**src/rtl/ea_pkg.sv**
```systemverilog
package ea_pkg;

    typedef enum logic [2:0] {
        AM_IMM   = 3'd0,
        AM_REG   = 3'd1,
        AM_DIR   = 3'd2,
        AM_IND   = 3'd3,
        AM_POSTI = 3'd4,
        AM_PRED  = 3'd5,
        AM_SCALE = 3'd6,
        AM_RSVD  = 3'd7
    } amode_e;

    typedef enum logic [1:0] {
        ST_IDLE = 2'd0,
        ST_REQ  = 2'd1,
        ST_WAIT = 2'd2,
        ST_DONE = 2'd3
    } seq_e;

endpackage

```
**src/rtl/ea_size_dec.sv**
```systemverilog
module ea_size_dec #(
    parameter int AW = 32
) (
    input  logic [1:0]    size_code,
    input  logic [AW-1:0] index_val,
    output logic [AW-1:0] elem_bytes,
    output logic [AW-1:0] index_scaled
);
    // d is a power of two, so index * d is a shift by the size code
    always_comb begin
        elem_bytes   = AW'(1) << size_code;
        index_scaled = index_val << size_code;
    end

endmodule

```
**src/rtl/ea_addr_calc.sv**
```systemverilog
module ea_addr_calc
    import ea_pkg::*;
#(
    parameter int AW = 32,
    parameter int CW = 16
) (
    input  amode_e        mode,
    input  logic [CW-1:0] const_field,
    input  logic [AW-1:0] base_val,
    input  logic [AW-1:0] elem_bytes,
    input  logic [AW-1:0] index_scaled,
    output logic [AW-1:0] const_zx,
    output logic [AW-1:0] eff_addr,
    output logic [AW-1:0] base_next,
    output logic          base_upd,
    output logic          mem_mode,
    output logic          ind_mode,
    output logic          bad_mode
);
    logic [AW-1:0] const_sx;
    logic [AW-1:0] base_dec;
    logic [AW-1:0] base_inc;

    generate
        if (CW < AW) begin : g_ext
            assign const_zx = {{(AW-CW){1'b0}}, const_field};
            assign const_sx = {{(AW-CW){const_field[CW-1]}}, const_field};
        end else begin : g_trunc
            assign const_zx = const_field[AW-1:0];
            assign const_sx = const_field[AW-1:0];
        end
    endgenerate

    always_comb begin
        base_inc  = base_val + elem_bytes;
        base_dec  = base_val - elem_bytes;
        eff_addr  = '0;
        base_next = base_val;
        base_upd  = 1'b0;
        mem_mode  = 1'b0;
        ind_mode  = 1'b0;
        bad_mode  = 1'b0;
        unique case (mode)
            AM_IMM:   ;
            AM_REG:   ;
            AM_DIR: begin
                eff_addr = const_zx;
                mem_mode = 1'b1;
            end
            AM_IND: begin
                eff_addr = const_zx;
                mem_mode = 1'b1;
                ind_mode = 1'b1;
            end
            AM_POSTI: begin
                eff_addr  = base_val;
                base_next = base_inc;
                base_upd  = 1'b1;
                mem_mode  = 1'b1;
            end
            AM_PRED: begin
                eff_addr  = base_dec;
                base_next = base_dec;
                base_upd  = 1'b1;
                mem_mode  = 1'b1;
            end
            AM_SCALE: begin
                eff_addr = const_sx + base_val + index_scaled;
                mem_mode = 1'b1;
            end
            default: bad_mode = 1'b1;
        endcase
    end

endmodule

```
**src/rtl/ea_ctrl.sv**
```systemverilog
module ea_ctrl
    import ea_pkg::*;
#(
    parameter int AW = 32
) (
    input  logic          clk,
    input  logic          rst_n,
    input  logic          start,
    input  amode_e        mode,
    input  logic          is_dest,
    input  logic [AW-1:0] base_val,
    input  logic [AW-1:0] const_zx,
    input  logic [AW-1:0] eff_addr,
    input  logic [AW-1:0] base_next,
    input  logic          base_upd,
    input  logic          mem_mode,
    input  logic          ind_mode,
    input  logic          bad_mode,
    input  logic [AW-1:0] mem_rd_data,
    output logic          mem_rd_req,
    output logic [AW-1:0] mem_rd_addr,
    output logic          done,
    output logic          error,
    output logic [AW-1:0] result,
    output logic          base_wr_en,
    output logic [AW-1:0] base_wr_val
);
    typedef struct packed {
        seq_e          seq;
        amode_e        mode;
        logic          dest;
        logic          ptr_pend;
        logic          wb;
        logic          err;
        logic [AW-1:0] addr;
        logic [AW-1:0] res;
        logic [AW-1:0] base_new;
    } ctl_s;

    ctl_s st_d, st_q;

    always_comb begin
        st_d = st_q;
        unique case (st_q.seq)
            ST_IDLE: begin
                if (start) begin
                    st_d.mode     = mode;
                    st_d.dest     = is_dest;
                    st_d.wb       = base_upd;
                    st_d.base_new = base_next;
                    st_d.err      = 1'b0;
                    st_d.ptr_pend = 1'b0;
                    st_d.res      = '0;
                    if (bad_mode || (mode == AM_IMM && is_dest)) begin
                        st_d.err = 1'b1;
                        st_d.wb  = 1'b0;
                        st_d.seq = ST_DONE;
                    end else if (!mem_mode) begin
                        st_d.res = (mode == AM_IMM) ? const_zx : base_val;
                        st_d.seq = ST_DONE;
                    end else if (is_dest && !ind_mode) begin
                        st_d.res = eff_addr;
                        st_d.seq = ST_DONE;
                    end else begin
                        st_d.addr     = eff_addr;
                        st_d.ptr_pend = ind_mode;
                        st_d.seq      = ST_REQ;
                    end
                end
            end
            ST_REQ: st_d.seq = ST_WAIT;
            ST_WAIT: begin
                if (st_q.ptr_pend) begin
                    st_d.ptr_pend = 1'b0;
                    if (st_q.dest) begin
                        st_d.res = mem_rd_data;
                        st_d.seq = ST_DONE;
                    end else begin
                        st_d.addr = mem_rd_data;
                        st_d.seq  = ST_REQ;
                    end
                end else begin
                    st_d.res = mem_rd_data;
                    st_d.seq = ST_DONE;
                end
            end
            default: st_d.seq = ST_IDLE;
        endcase
    end

    always_ff @(posedge clk) begin
        if (!rst_n) begin
            st_q <= '0;
        end else begin
            st_q <= st_d;
        end
    end

    assign done        = (st_q.seq == ST_DONE);
    assign error       = done && st_q.err;
    assign base_wr_en  = done && st_q.wb;
    assign base_wr_val = st_q.base_new;
    assign mem_rd_req  = (st_q.seq == ST_REQ);
    assign mem_rd_addr = st_q.addr;
    assign result      = st_q.res;


    done_pulse_chk: assert property (@(posedge clk) disable iff (!rst_n)
        done |=> !done);


    req_pulse_chk: assert property (@(posedge clk) disable iff (!rst_n)
        mem_rd_req |=> !mem_rd_req);


    wb_mode_chk: assert property (@(posedge clk) disable iff (!rst_n)
        base_wr_en |-> (done && (st_q.mode == AM_POSTI || st_q.mode == AM_PRED)));


    err_no_wb_chk: assert property (@(posedge clk) disable iff (!rst_n)
        error |-> !base_wr_en);


    no_read_reg_chk: assert property (@(posedge clk) disable iff (!rst_n)
        mem_rd_req |-> (st_q.mode != AM_IMM && st_q.mode != AM_REG && st_q.mode != AM_RSVD));


    busy_hold_chk: assert property (@(posedge clk) disable iff (!rst_n)
        (st_q.seq != ST_IDLE) |=> $stable(st_q.mode));

endmodule

```
**src/rtl/operand_ea_gen.sv**
```systemverilog
module operand_ea_gen
    import ea_pkg::*;
#(
    parameter int AW = 32,
    parameter int CW = 16
) (
    input  logic          clk,
    input  logic          rst_n,
    input  logic          start,
    input  logic [2:0]    mode,
    input  logic          is_dest,
    input  logic [CW-1:0] const_field,
    input  logic [AW-1:0] base_val,
    input  logic [AW-1:0] index_val,
    input  logic [1:0]    size_code,
    output logic          mem_rd_req,
    output logic [AW-1:0] mem_rd_addr,
    input  logic [AW-1:0] mem_rd_data,
    output logic          done,
    output logic          error,
    output logic [AW-1:0] result,
    output logic          base_wr_en,
    output logic [AW-1:0] base_wr_val
);
    amode_e        mode_e;
    logic [AW-1:0] elem_bytes;
    logic [AW-1:0] index_scaled;
    logic [AW-1:0] const_zx;
    logic [AW-1:0] eff_addr;
    logic [AW-1:0] base_next;
    logic          base_upd;
    logic          mem_mode;
    logic          ind_mode;
    logic          bad_mode;

    assign mode_e = amode_e'(mode);

    ea_size_dec #(.AW(AW)) u_size (
        .size_code    (size_code),
        .index_val    (index_val),
        .elem_bytes   (elem_bytes),
        .index_scaled (index_scaled)
    );

    ea_addr_calc #(.AW(AW), .CW(CW)) u_calc (
        .mode         (mode_e),
        .const_field  (const_field),
        .base_val     (base_val),
        .elem_bytes   (elem_bytes),
        .index_scaled (index_scaled),
        .const_zx     (const_zx),
        .eff_addr     (eff_addr),
        .base_next    (base_next),
        .base_upd     (base_upd),
        .mem_mode     (mem_mode),
        .ind_mode     (ind_mode),
        .bad_mode     (bad_mode)
    );

    ea_ctrl #(.AW(AW)) u_ctrl (
        .clk         (clk),
        .rst_n       (rst_n),
        .start       (start),
        .mode        (mode_e),
        .is_dest     (is_dest),
        .base_val    (base_val),
        .const_zx    (const_zx),
        .eff_addr    (eff_addr),
        .base_next   (base_next),
        .base_upd    (base_upd),
        .mem_mode    (mem_mode),
        .ind_mode    (ind_mode),
        .bad_mode    (bad_mode),
        .mem_rd_data (mem_rd_data),
        .mem_rd_req  (mem_rd_req),
        .mem_rd_addr (mem_rd_addr),
        .done        (done),
        .error       (error),
        .result      (result),
        .base_wr_en  (base_wr_en),
        .base_wr_val (base_wr_val)
    );

endmodule

```
**config.mk**
```make
export PLATFORM = sky130hd
export DESIGN_NAME = operand_ea_gen
export DESIGN_NICKNAME = d
export VERILOG_FILES = /design/src/rtl/ea_pkg.sv /design/src/rtl/ea_size_dec.sv /design/src/rtl/ea_addr_calc.sv /design/src/rtl/ea_ctrl.sv /design/src/rtl/operand_ea_gen.sv
export SDC_FILE = /design/constraint.sdc
export NUM_CORES = 1
export LEC_CHECK = 0
export BUFFER_PORTS_ARGS = -buffer_cell sky130_fd_sc_hd__buf_2
export CAP_MARGIN = 40
export CORE_AREA = 2 2 134 149
export CTS_BUF_LIST = sky130_fd_sc_hd__clkbuf_2 sky130_fd_sc_hd__clkbuf_4 sky130_fd_sc_hd__clkbuf_8
export DETAILED_ROUTE_END_ITERATION = 8
export DIE_AREA = 0 0 136 151
export PLACE_DENSITY = 0.82
export SLEW_MARGIN = 10
export SYNTH_ARGS = -nofsm -noshare
export SYNTH_HDL_FRONTEND = slang
export SYNTH_SLANG_ARGS = --single-unit
```
**constraint.sdc**
```tcl
create_clock -name clk -period 5.3 [get_ports clk]
set_input_delay 0.795 -clock clk [delete_from_list [all_inputs] [get_ports clk]]
set_output_delay 0.795 -clock clk [all_outputs]
set_load 0.03 [all_outputs]
```
; Word level (Yosys, flattened, before mapping)
; Index checks and enable logic that the tools add are counted.
[word_totals]
regBits = 105
input_bits = 121
output_inout_bits = 100
elab_cells = 77
[op_classes]
addsub = 4
eq_ne = 16
shifts = 2
n_mux = 29
reduce_logical = 17
[op_table]
columns = op, n
row1 = $mux 32, 9
row2 = $pmux 32 s4, 1
row3 = $pmux 64 s2, 1
row4 = $mux 105, 1
row5 = $add 32x32->32, 3
row6 = $mux 64, 1
row7 = $pmux 32 s2, 1
row8 = $shl 1x2->32 const A, 1
row9 = $shl 32x2->32, 1
row10 = $sub 32x32->32, 1
row11 = $mux 2, 6
row12 = $eq 3x3->1 const B, 3
row13 = $ne 2x2->1 const B, 4
row14 = $mux 1, 7
row15 = $reduce_and 7->1, 1
row16 = $reduce_or 7->1, 1
row17 = $eq 3x2->1 const B, 2
row18 = $pmux 2 s3, 1
row19 = $reduce_or 5->1, 1
row20 = $eq 2x2->1 const B, 2
row21 = $logic_and 1x1->1, 4
row22 = $ne 2x1->1 const B, 2
row23 = $reduce_and 2->1, 2
row24 = $reduce_or 2->1, 2
row25 = other kinds (10), 10

; Logic depth before layout (Yosys ltp)
; Gate-level depths: netlist (run 1).
[logic_depth]
depth_word = 9
mapped_depth = 15
mapped_depth_nobuf = 14

; By module
; From an unflattened synthesis (run 1), not the netlist that was laid out.
[hier_totals]
cells_unflattened = 1861
area_unflattened_um2 = 13855.8
[by_module_without_submodules]
columns = mod, n_inst, cells_each, area_per_inst_um2, seq_area_each_um2
row1 = ea_addr_calc, 1, 1035, 7188.1, 0.0
row2 = ea_ctrl, 1, 722, 5710.5, 2042.0
row3 = ea_size_dec, 1, 104, 957.2, 0.0

; Worst setup path after synthesis (run 1)
; No wires, ideal clock.
[synth_path]
kind = input -> register
from = in size_code[0]
to = reg u_ctrl.st_q (netlist bit u_ctrl.mem_rd_addr[31])
setup_ns = 0.116
arrival_ns = 4.832
t_required_ns = 5.184
slack_ns = 0.352
path_stages = 14
n_path_buf = 3
path_cell_list = clkbuf_1 > buf_1 > mux4_2 > fa_1 > ha_1 > clkbuf_1 > nand2_1 > o21ai_1 > o31ai_1 > a2111oi_0 > o21a_1 > o211a_1 > o211ai_1 > o211a_1
[synth_via]
elab_chain_cells = 8
elab_cells_between_ends = 10
classes_between = add/sub: 2 / shift: 2 / mux: 6
[synth_lines]
columns = element, line
row1 = "start, declared", operand_ea_gen.sv:15  ; input logic [1:0] size_code,
row2 = $shl 32x2->32 / $shl 1x2->32 (equally long branches), "ea_size_dec.sv:12, ea_size_dec.sv:11"
row3 = $add 32x32->32 / $sub 32x32->32 (equally long branches), "ea_addr_calc.sv:68, ea_addr_calc.sv:36"
row4 = $pmux 32 s4 (*), ea_addr_calc.sv:43  ; unique case (mode)
row5 = $mux 32 (*), ea_ctrl.sv:61  ; end else if (is_dest && !ind_mode) begin
row6 = $mux 32 (*), ea_ctrl.sv:58  ; end else if (!mem_mode) begin
row7 = $mux 64 (*), ea_ctrl.sv:54  ; if (bad_mode || (mode == AM_IMM && is_dest)) begin
row8 = $mux 105 (*), ea_ctrl.sv:46  ; if (start) begin
row9 = $pmux 64 s2 (*), ea_ctrl.sv:44  ; unique case (st_q.seq)
row10 = "end signal, assigned", ea_ctrl.sv:95  ; st_q <= st_d;
row11 = "end, declared", ea_ctrl.sv:40  ; ctl_s st_d, st_q;
; Every way passes the cells marked *; elsewhere a longest branch is shown, timed or not. The select of a mux whose other input is x is not followed.
; A chain may end at the register's enable or synchronous reset.

; Worst setup path in the final report (run 1)
[layout_path]
from = in size_code[0]
to = reg u_ctrl.st_q (netlist bit u_ctrl.mem_rd_addr[23])
; Same word-level chain as after synthesis.

==> run_results.csv, run 1 <==
group,metric,value,unit
status,status,"finished clean",
power_and_ir_drop,seqPwrFrac,27.3,%
placed_design,placed_cells,1671,
cts,post-cts-setup-buffer-count,0,
yosys,synth_cells,1384,
power_and_ir_drop,p_leak,4.74,nW
global_routing,grt_pass1_vias,10200,
yosys,ys_seq_area_share,18.9,%
global_routing,grt_first_pass_wirelength,57100,um
placed_design,gp_congestion,0.968,
yosys,async_reset_ff_share,0,%
drt,vias_per_cell,6.70,
drt,firstDrtPassIters,7,
critical_path,timing.setup.critical_path_class,"in2reg",
final_layout,final_cell_mix,"buf_2 (220), nand2_1 (129), a21oi_1 (118), nor2_1 (111), o21ai_0 (108)",
flow_run,max_cap_violations,0,
final_layout,fin_util,61.1,%
yosys,netlist-cell-type-count,83,
timing,finalSetupViolCount,0,
power_and_ir_drop,clock_power_share,19.9,%
drt,via_count,11300,
yosys,synth_top_flop_cell,"dfxtp_1",
timing,setup_slack,0.540,ns
global_routing,antenna_found_initial,1,
cts,clk_pin_slew,0.10,ns
cts,tritoncts,"yes",
drt,wl,37900,um
placed_design,dpl_cell_area,0.0113,mm^2
floorplanning,chipHeight,151,um
timing,worst_pin_slew,0.853,ns
global_routing,overflow,0,
timing,post-route-min-period,4.76,ns
final_layout,fin_nets,1628,
power_and_ir_drop,switching_share,45.2,%
timing,max_freq,210,MHz
cts,insertion_delay,0.38,ns
timing,fin_crit_sh,89.8,%
floorplanning,rows,53,
cts,tritoncts.num_buffers,9,
cts,cts_resized,0,
final_layout,final_layout_size_suffix_gt1_share,22.2,%
final_layout,final-instance-count-excl-fill,1687,
critical_path,crit_path_end_kind,"flip-flop",
power_and_ir_drop,irDropWorstVdd,188,uV
yosys,synth_nets,1577,
yosys,syn-cell-area,0.0108,mm^2
global_routing,grt_max_degree,78,
timing,rsz0062_at_grt,"no",
cts,clock-root-buffer,"clkbuf_8",
min_path,hp-class,"reg2reg",
floorplanning,ios,221,
drt,wl_per_cell,22.5,um
placed_design,post-place-ws,0.273,ns
cts,clock_sinks,102,
floorplanning,start_util,57.1,%
placed_design,dp.final_hpwl,29400,um
timing,tns,0,ns
power_and_ir_drop,switchingPower,1.52,mW
placed_design,port_buffers,220,
cts,cts_hold_buf,0,
timing,worst_hold_slack,0.469,ns
floorplanning,die_area,0.0205,mm^2
yosys,synth-edff-count,0,
power_and_ir_drop,powerDensity,290,mW/mm^2
critical_path,cp.arrival,5.06,ns
drt,drtIter0Drc,1845,
yosys,ys_ff_latch,102,
power_and_ir_drop,power,3.36,mW
critical_path,worstPathMaxFanout,20,
final_layout,area_growth,7.04,%
drt,postRouteAntennaNets,0,
final_layout,final_common_cell,"buf_2",
floorplanning,fp.coreArea,0.0190,mm^2
drt,drc,0,
floorplanning,die_w,136,um
timing,hold_viol,0,
global_routing,grtUsageTotal,36.0,%
timing,maxSlewHeadroom,43.1,%
power_and_ir_drop,p_int,1.84,mW
cts,cts_buffer_depth,2,
timing,final-max-slew-violation-count,0,
yosys,yosysWarningCount,0,
critical_path,cp_data_required_time,5.60,ns
final_layout,fin_area,0.0116,mm^2
cts,htreeDepth,3,
power_and_ir_drop,p_comb_share,52.8,%
critical_path,cp-start-kind,"input port",
timing,skew,0.0201,ns
yosys,avgSynthCellArea,7.82,um^2
-- worst paths after layout --
path                         start  slack (ns)                     end  cells past startpoint
setup / recovery      size_code[0]        0.54  u_ctrl.mem_rd_addr[23]                     13
hold / removal     u_ctrl.st_q[97]        0.47         u_ctrl.st_q[97]                      2
setup reg to reg  u_ctrl.st_q[103]        2.37       u_ctrl.result[26]                      8
hold reg to reg    u_ctrl.st_q[97]        0.47         u_ctrl.st_q[97]                      2
-- final cells by class --
class,instances,area [um^2]
diodes,1,2.50
repair buffers,245,1320
well taps,247,309
multi-input cells,1057,7570
clock inverters,5,129
clock buffers,10,138
flip-flops and latches,102,2040
fillers,1745,7380
inverters,20,75.1
-- power by group through the flow --
stage | registers (mW) | clock network (mW) | logic, mW
floorplan | 0.904 | 0 | 1.33
global placement | 0.931 | 0 | 1.69
detailed placement | 0.932 | 0 | 1.72
CTS | 0.915 | 0.663 | 1.73
global route | 0.925 | 0.692 | 1.90
finish | 0.919 | 0.669 | 1.78
-- state kept, by name, indices dropped and copies added, names as in the netlist --
| register | count |
|---|---|
| u_ctrl.result | 32 |
| u_ctrl.st_q | 6 |
| u_ctrl.base_wr_val | 32 |
| u_ctrl.mem_rd_addr | 32 |
-- layer usage --
metal	track usage [%]	share of wire, %
met4	14.2	4.3
met5	0	0
met3	8.33	12
met1	50.1	40
met2	54.1	43
-- Yosys cell counts, types with 5 or more instances --
| master | instances | share of area [%] |
|---|---|---|
| nor4_1 | 7 | 0.40 |
| xor2_1 | 29 | 2.3 |
| buf_4 | 98 | 6.8 |
| o221ai_1 | 5 | 0.40 |
| o211a_1 | 10 | 0.92 |
| nor3_1 | 29 | 1.3 |
| nor2b_1 | 11 | 0.64 |
| a311oi_1 | 6 | 0.49 |
| o31ai_1 | 6 | 0.42 |
| xnor2_1 | 45 | 3.6 |
| buf_1 | 9 | 0.31 |
| a21o_1 | 19 | 1.3 |
| a22oi_1 | 10 | 0.69 |
| o21a_1 | 7 | 0.49 |
| nand2_1 | 129 | 4.5 |
| a2bb2oi_1 | 5 | 0.40 |
| nand4_1 | 23 | 1.3 |
| buf_2 | 9 | 0.42 |
| and2_1 | 10 | 0.58 |
| a41oi_1 | 6 | 0.49 |
| nand2b_1 | 9 | 0.52 |
| o21bai_1 | 5 | 0.35 |
| mux4_2 | 28 | 5.8 |
| a31oi_1 | 24 | 1.4 |
| a21oi_1 | 119 | 5.5 |
| mux2i_1 | 12 | 1.1 |
| a211oi_1 | 32 | 2.2 |
| or4_1 | 5 | 0.35 |
| o21ai_0 | 108 | 5.0 |
| and3_1 | 17 | 0.98 |
| a221oi_1 | 12 | 0.97 |
| clkbuf_1 | 87 | 3.0 |
| nand3_1 | 31 | 1.4 |
| or3_1 | 16 | 0.92 |
| o211ai_1 | 21 | 1.5 |
| inv_1 | 18 | 0.62 |
| fa_1 | 34 | 6.3 |
| ha_1 | 38 | 4.4 |
| nor2_1 | 111 | 3.8 |
| dfxtp_1 | 102 | 19 |
-- kinds of logic (layout without fill, tap and decap cells) --
logic type	count (synthesis)	after routing	synth area share [%]
AO/OA/AOI/OAI	445	445	26.6
AND/OR/NAND/NOR	424	424	19.2
buffers and inverters	225	280	11.4
flip-flops	102	102	18.9
XOR/XNOR	75	75	6.20
adder cells (fa/ha/maj)	72	72	10.7
multiplexers	41	41	7.04
other	0	1	0
-- critical path, cell delays in order --
cell	delay, ns
buf_2	0.43
mux4_2	0.59
fa_1	0.46
ha_1	0.39
nand2_1	0.10
o211a_1	0.26
or2_2	0.35
a2111oi_0	0.57
buf_4	0.23
nor2_1	0.05
xnor2_1	0.47
nand2_1	0.14
a31oi_1	0.21
Note: power is estimated with default switching activity, not from simulation.
==> run 2, diff against run 1 <==
--- a/config.mk
+++ b/config.mk
@@ -7,11 +7,11 @@
 export LEC_CHECK = 0
 export BUFFER_PORTS_ARGS = -buffer_cell sky130_fd_sc_hd__buf_2
 export CAP_MARGIN = 40
-export CORE_AREA = 2 2 134 149
+export CORE_AREA = 2 2 144 160
 export CTS_BUF_LIST = sky130_fd_sc_hd__clkbuf_2 sky130_fd_sc_hd__clkbuf_4 sky130_fd_sc_hd__clkbuf_8
 export DETAILED_ROUTE_END_ITERATION = 8
-export DIE_AREA = 0 0 136 151
-export PLACE_DENSITY = 0.82
+export DIE_AREA = 0 0 146 162
+export PLACE_DENSITY = 0.73
 export SLEW_MARGIN = 10
 export SYNTH_ARGS = -nofsm -noshare
 export SYNTH_HDL_FRONTEND = slang
==> run 2 against run 1 <==
Compared with the run above: fmax up 6.8%; final area down 0.30%; critical endpoint is now u_ctrl.mem_rd_addr[28]; via count down 3.0%; final cell count up 2.7%; setup slack better by 0.30 ns; clock-buffer cell count unchanged; critical path type unchanged; first-iteration DRC count down 35%; register-to-register slack worse by 0.02 ns; combinational power about the same; die area up 15%; largest cell class unchanged; hold slack worse by 0.0069 ns.
==> run_results.csv, run 2 (synthesized netlist as in run 1, its figures left out) <==
group,metric,value,unit
floorplanning,fp.coreArea,0.0220,mm^2
global_routing,overflow,0,
cts,cts_buffer_depth,2,
final_layout,fin_area,0.0116,mm^2
placed_design,port_buffers,220,
critical_path,critPathBufInv,2,
critical_path,slowest_stage,"a311oi_1",
critical_path,cp-start-kind,"input port",
drt,firstDrtPassIters,6,
floorplanning,die_w,146,um
timing,maxSlewHeadroom,43.1,%
cts,clock_sinks,102,
timing,final-max-slew-violation-count,0,
timing,rsz0062_at_grt,"no",
final_layout,fin_nets,1627,
critical_path,cp_top_family,"compound AO/OA/AOI/OAI gates",
floorplanning,rows,57,
global_routing,busiest_layer,"met2",
critical_path,cp_cell_sequence,"buf_2 -> buf_12 -> mux4_2 -> fa_1 -> ha_1 -> nand2_1 -> o21ai_0 -> a21oi_1 -> a21oi_1 -> o211ai_1 -> a311oi_1 -> o21ai_0 -> a21oi_1",
critical_path,timing.setup.critical_path_class,"in2reg",
cts,tritoncts.num_buffers,9,
power_and_ir_drop,irDropWorstVdd,120,uV
timing,skew,0.00972,ns
timing,worst_pin_slew,0.851,ns
cts,clk_pin_slew,0.11,ns
global_routing,grt_pass1_vias,9920,
global_routing,met3_usage,5.22,%
final_layout,antennaDiodeCount,0,
final_layout,final-instance-count-excl-fill,1733,
global_routing,grt_max_degree,78,
power_and_ir_drop,power,3.19,mW
critical_path,cp_data_required_time,5.61,ns
cts,clock-root-buffer,"clkbuf_8",
placed_design,dp.final_hpwl,29600,um
final_layout,fin_util,52.6,%
drt,postRouteAntennaNets,0,
global_routing,grt_first_pass_wirelength,58000,um
global_routing,antenna_found_initial,0,
cts,insertion_delay,0.38,ns
timing,max_freq,224,MHz
drt,drtIter0Drc,1198,
cts,cts_resized,0,
drt,via_count,11000,
cts,tritoncts,"yes",
critical_path,cp_common_cell,"a21oi_1",
timing,setup_slack,0.842,ns
timing,finalSetupViolCount,0,
final_layout,fillers,2160,
global_routing,grtUsageTotal,31.1,%
drt,wl,37600,um
timing,tns,0,ns
timing,fin_crit_sh,84.1,%
timing,hold_viol,0,
global_routing,use_met2,47.7,%
final_layout,area_growth,6.72,%
placed_design,placed_cells,1718,
cts,htreeDepth,3,
cts,post-cts-setup-buffer-count,0,
drt,drc,0,
critical_path,critPathMaxStageDelay,0.69,ns
placed_design,post-place-ws,0.550,ns
min_path,hp-class,"reg2reg",
timing,post-route-min-period,4.46,ns
placed_design,dpl_cell_area,0.0114,mm^2
floorplanning,start_util,49.3,%
status,status,"finished clean",
drt,vias_per_cell,6.33,
critical_path,worstPathMaxFanout,27,
critical_path,crit_path_end_kind,"flip-flop",
timing,worst_hold_slack,0.462,ns
cts,cts_hold_buf,0,
critical_path,cp.arrival,4.77,ns
floorplanning,die_area,0.0237,mm^2
floorplanning,ios,221,
global_routing,met1_usage,45.9,%
floorplanning,chipHeight,162,um
flow_run,max_cap_violations,0,
final_layout,final_cell_mix,"buf_2 (220), nand2_1 (129), a21oi_1 (118), nor2_1 (111), o21ai_0 (108)",
placed_design,gp_congestion,0.975,
power_and_ir_drop,p_leak,4.70,nW
drt,wl_per_cell,21.7,um
final_layout,final_layout_size_suffix_gt1_share,22.2,%
power_and_ir_drop,powerDensity,276,mW/mm^2
final_layout,final_common_cell,"buf_2",
run 2: worst paths after layout:
check                         from                      to  slack [ns]  cells past startpoint
max                   size_code[0]  u_ctrl.mem_rd_addr[28]        0.84                     13
min          u_ctrl.base_wr_val[1]   u_ctrl.base_wr_val[1]        0.46                      2
max reg2reg       u_ctrl.st_q[103]       u_ctrl.result[26]        2.35                      8
min reg2reg  u_ctrl.base_wr_val[1]   u_ctrl.base_wr_val[1]        0.46                      2
run 2: where the power goes:
part           internal [mW]  switching [mW]  total, mW  leakage (nW)
registers              0.856          0.0590      0.915         0.838
logic                  0.608            1.15       1.75          3.76
clock network          0.224           0.293      0.517         0.100
total                   1.69            1.50       3.19          4.70
run 2: metal layers:
| layer | vias to the layer above | wire, um |
|---|---|---|
| met1 | 5151 | 16300 |
| met4 | 0 | 682 |
| met3 | 48 | 4260 |
| met5 | - | 0 |
| met2 | 676 | 16400 |
| li1 | 5091 | - |
run 2: worst min-delay path: cells and delay by family, from the launching register on:
family	cells	cell delay, ns
compound gates	1	0.05
simple gates	1	0.05
flops	1	0.32
run 2: final cells by class:
cell class                      count  area, um^2  share of cell area, %
Timing Repair Buffer              244        1290                   11.2
Multi-Input combinational cell   1057        7580                   65.6
Clock inverter                      5        57.6                  0.498
Sequential cell                   102        2040                   17.7
Tap cell                          295         369                   3.20
Inverter                           20        75.1                  0.650
Clock buffer                       10         131                   1.14
==> run 3, diff against run 2 <==
--- a/config.mk
+++ b/config.mk
@@ -11,7 +11,7 @@
 export CTS_BUF_LIST = sky130_fd_sc_hd__clkbuf_2 sky130_fd_sc_hd__clkbuf_4 sky130_fd_sc_hd__clkbuf_8
 export DETAILED_ROUTE_END_ITERATION = 8
 export DIE_AREA = 0 0 146 162
-export PLACE_DENSITY = 0.73
+export PLACE_DENSITY = 0.76
 export SLEW_MARGIN = 10
 export SYNTH_ARGS = -nofsm -noshare
 export SYNTH_HDL_FRONTEND = slang
==> constraint.sdc (replaced) <==
create_clock -name clk -period 4 [get_ports clk]
set_input_delay 0.6 -clock clk [delete_from_list [all_inputs] [get_ports clk]]
set_output_delay 0.6 -clock clk [all_outputs]
set_load 0.03 [all_outputs]
==> run 3 against run 2 <==
Compared with the run above: critical path depth stayed put; sequential power is 32% higher; clock power is 28% higher; via count is 5.1% higher; register-to-register slack worse by 1.1 ns; final cell count is 7.2% higher; flip-flop and latch count stayed put; hold slack better by 0.0022 ns; highest routed layer unchanged; critical endpoint is now u_ctrl.mem_rd_addr[26]; largest cell class unchanged.
==> run_results.csv, run 3 (synthesized netlist as in run 1, its figures left out) <==
group,metric,value,unit
global_routing,antenna_found_initial,0,
critical_path,critPathBufInv,2,
cts,clock_sinks,102,
cts,htreeDepth,3,
power_and_ir_drop,switching_share,45.5,%
global_routing,grt_first_pass_wirelength,59300,um
floorplanning,start_util,49.3,%
placed_design,gp_congestion,0.981,
final_layout,final-instance-count-excl-fill,1858,
final_layout,fillers,2111,
drt,wl,38200,um
critical_path,cp_data_required_time,4.33,ns
drt,postRouteAntennaNets,0,
floorplanning,die_area,0.0237,mm^2
power_and_ir_drop,powerDensity,367,mW/mm^2
critical_path,crit_path_end_kind,"flip-flop",
timing,worst_hold_slack,0.464,ns
timing,skew,0.0119,ns
power_and_ir_drop,power,4.61,mW
floorplanning,fp.coreArea,0.0220,mm^2
critical_path,critPathMaxStageDelay,0.52,ns
critical_path,cp_top_family,"compound AO/OA/AOI/OAI gates",
final_layout,final_common_cell,"buf_2",
cts,clock-root-buffer,"clkbuf_8",
critical_path,slowest_stage,"mux4_2",
drt,drtIter0Drc,1248,
status,status,"finished clean",
final_layout,area_growth,16.1,%
timing,maxSlewHeadroom,48.4,%
drt,firstDrtPassIters,6,
critical_path,timing.setup.critical_path_class,"in2reg",
cts,tritoncts.num_buffers,9,
global_routing,overflow,0,
final_layout,antennaDiodeCount,0,
cts,post-cts-setup-buffer-count,0,
cts,cts_hold_buf,0,
critical_path,worstPathMaxFanout,9,
timing,final-max-slew-violation-count,0,
timing,fin_crit_sh,97.2,%
flow_run,max_cap_violations,0,
drt,vias_per_cell,6.20,
floorplanning,die_w,146,um
critical_path,cp-start-kind,"input port",
power_and_ir_drop,clock_power_share,14.3,%
critical_path,cp_cell_sequence,"buf_2 -> buf_4 -> mux4_2 -> fa_1 -> ha_1 -> nand3_1 -> o211ai_1 -> nand4_1 -> a21oi_1 -> a21oi_2 -> o21a_1 -> o41ai_1 -> a41o_1",
cts,tritoncts,"yes",
final_layout,fin_nets,1751,
cts,cts_buffer_depth,2,
global_routing,grtUsageTotal,31.4,%
final_layout,final_layout_size_suffix_gt1_share,29.0,%
timing,max_freq,257,MHz
placed_design,dp.final_hpwl,30500,um
timing,worst_pin_slew,0.774,ns
floorplanning,ios,221,
drt,wl_per_cell,20.6,um
timing,hold_viol,0,
power_and_ir_drop,p_leak,5.31,nW
final_layout,final_cell_mix,"buf_2 (220), buf_4 (144), nand2_1 (129), a21oi_1 (115), nor2_1 (111)",
timing,finalSetupViolCount,0,
floorplanning,rows,57,
min_path,hp-class,"reg2reg",
final_layout,fin_util,57.2,%
placed_design,placed_cells,1842,
cts,insertion_delay,0.38,ns
critical_path,cp.arrival,4.22,ns
placed_design,port_buffers,220,
power_and_ir_drop,p_int,2.51,mW
global_routing,grt_max_degree,64,
drt,drc,0,
cts,clk_pin_slew,0.11,ns
timing,post-route-min-period,3.89,ns
power_and_ir_drop,seqPwrFrac,26.3,%
power_and_ir_drop,p_comb_share,59.3,%
power_and_ir_drop,irDropWorstVdd,189,uV
drt,via_count,11500,
timing,tns,0,ns
timing,rsz0062_at_grt,"no",
power_and_ir_drop,switchingPower,2.10,mW
global_routing,grt_pass1_vias,10500,
floorplanning,chipHeight,162,um
## run 3: cell types whose count changed in the layout (fill, tap and decap cells not counted), moves of 2 or more
cell	previous run	this run
a21oi_2	1	4
buf_12	1	4
a21oi_1	118	115
clkinv_2	2	0
buf_4	23	144
clkinvlp_4	0	2
clkinv_4	0	2
## run 3: final cells by class
cell class	count	area (um^2)	share of cell area [%]
Multi-Input combinational cell	1057	7630	60.7
Timing Repair Buffer	368	2260	18.0
Sequential cell	102	2040	16.3
Tap cell	295	369	2.94
Clock buffer	10	138	1.10
Inverter	20	75.1	0.597
Clock inverter	6	52.6	0.418
## run 3: worst min-delay path: stages, from the launching register on
cell	delay, ns
dfxtp_1	0.33
nand2_1	0.05
a21oi_1	0.05
## run 3: path summary, 6_finish.rpt
check                           depth (start not counted)  slack (ns)             startpoint                     end
worst min register to register                          2        0.46  u_ctrl.base_wr_val[1]   u_ctrl.base_wr_val[1]
worst min-delay path                                    2        0.46  u_ctrl.base_wr_val[1]   u_ctrl.base_wr_val[1]
worst max-delay path                                   13        0.11           size_code[0]  u_ctrl.mem_rd_addr[26]
worst max register to register                          7        1.28       u_ctrl.st_q[103]       u_ctrl.result[13]
## run 3: power by group through the flow
stage / registers, mW / logic, mW / clock network (mW)
final: 1.21 / 2.73 / 0.661
after global routing: 1.22 / 2.95 / 0.704
after CTS: 1.21 / 2.68 / 0.659
after detailed placement: 1.23 / 2.67 / 0
after global placement: 1.23 / 2.63 / 0
after floorplan: 1.20 / 1.78 / 0
## run 3: what timing repair did
action,CTS,global route
setup endpoints to repair,0,10
gates resized for setup,0,4
hold endpoints to repair,0,0
## run 3: per-layer routing
metal,up-vias,GRT usage [%],wire length (um)
li1,5337,-,-
met1,5403,46.0,16600
met2,704,47.5,16400
met3,81,4.41,3960
met4,0,11.0,1240
met5,-,0,0
## run 3: stage by stage
step	worst slack, ns	area [um^2]
finish	0.113	12600
CTS	0.122	12600
global placement	-0.267	12400
detailed placement	-0.280	12400
floorplan	0.0174	10900
global route	0.00927	12600
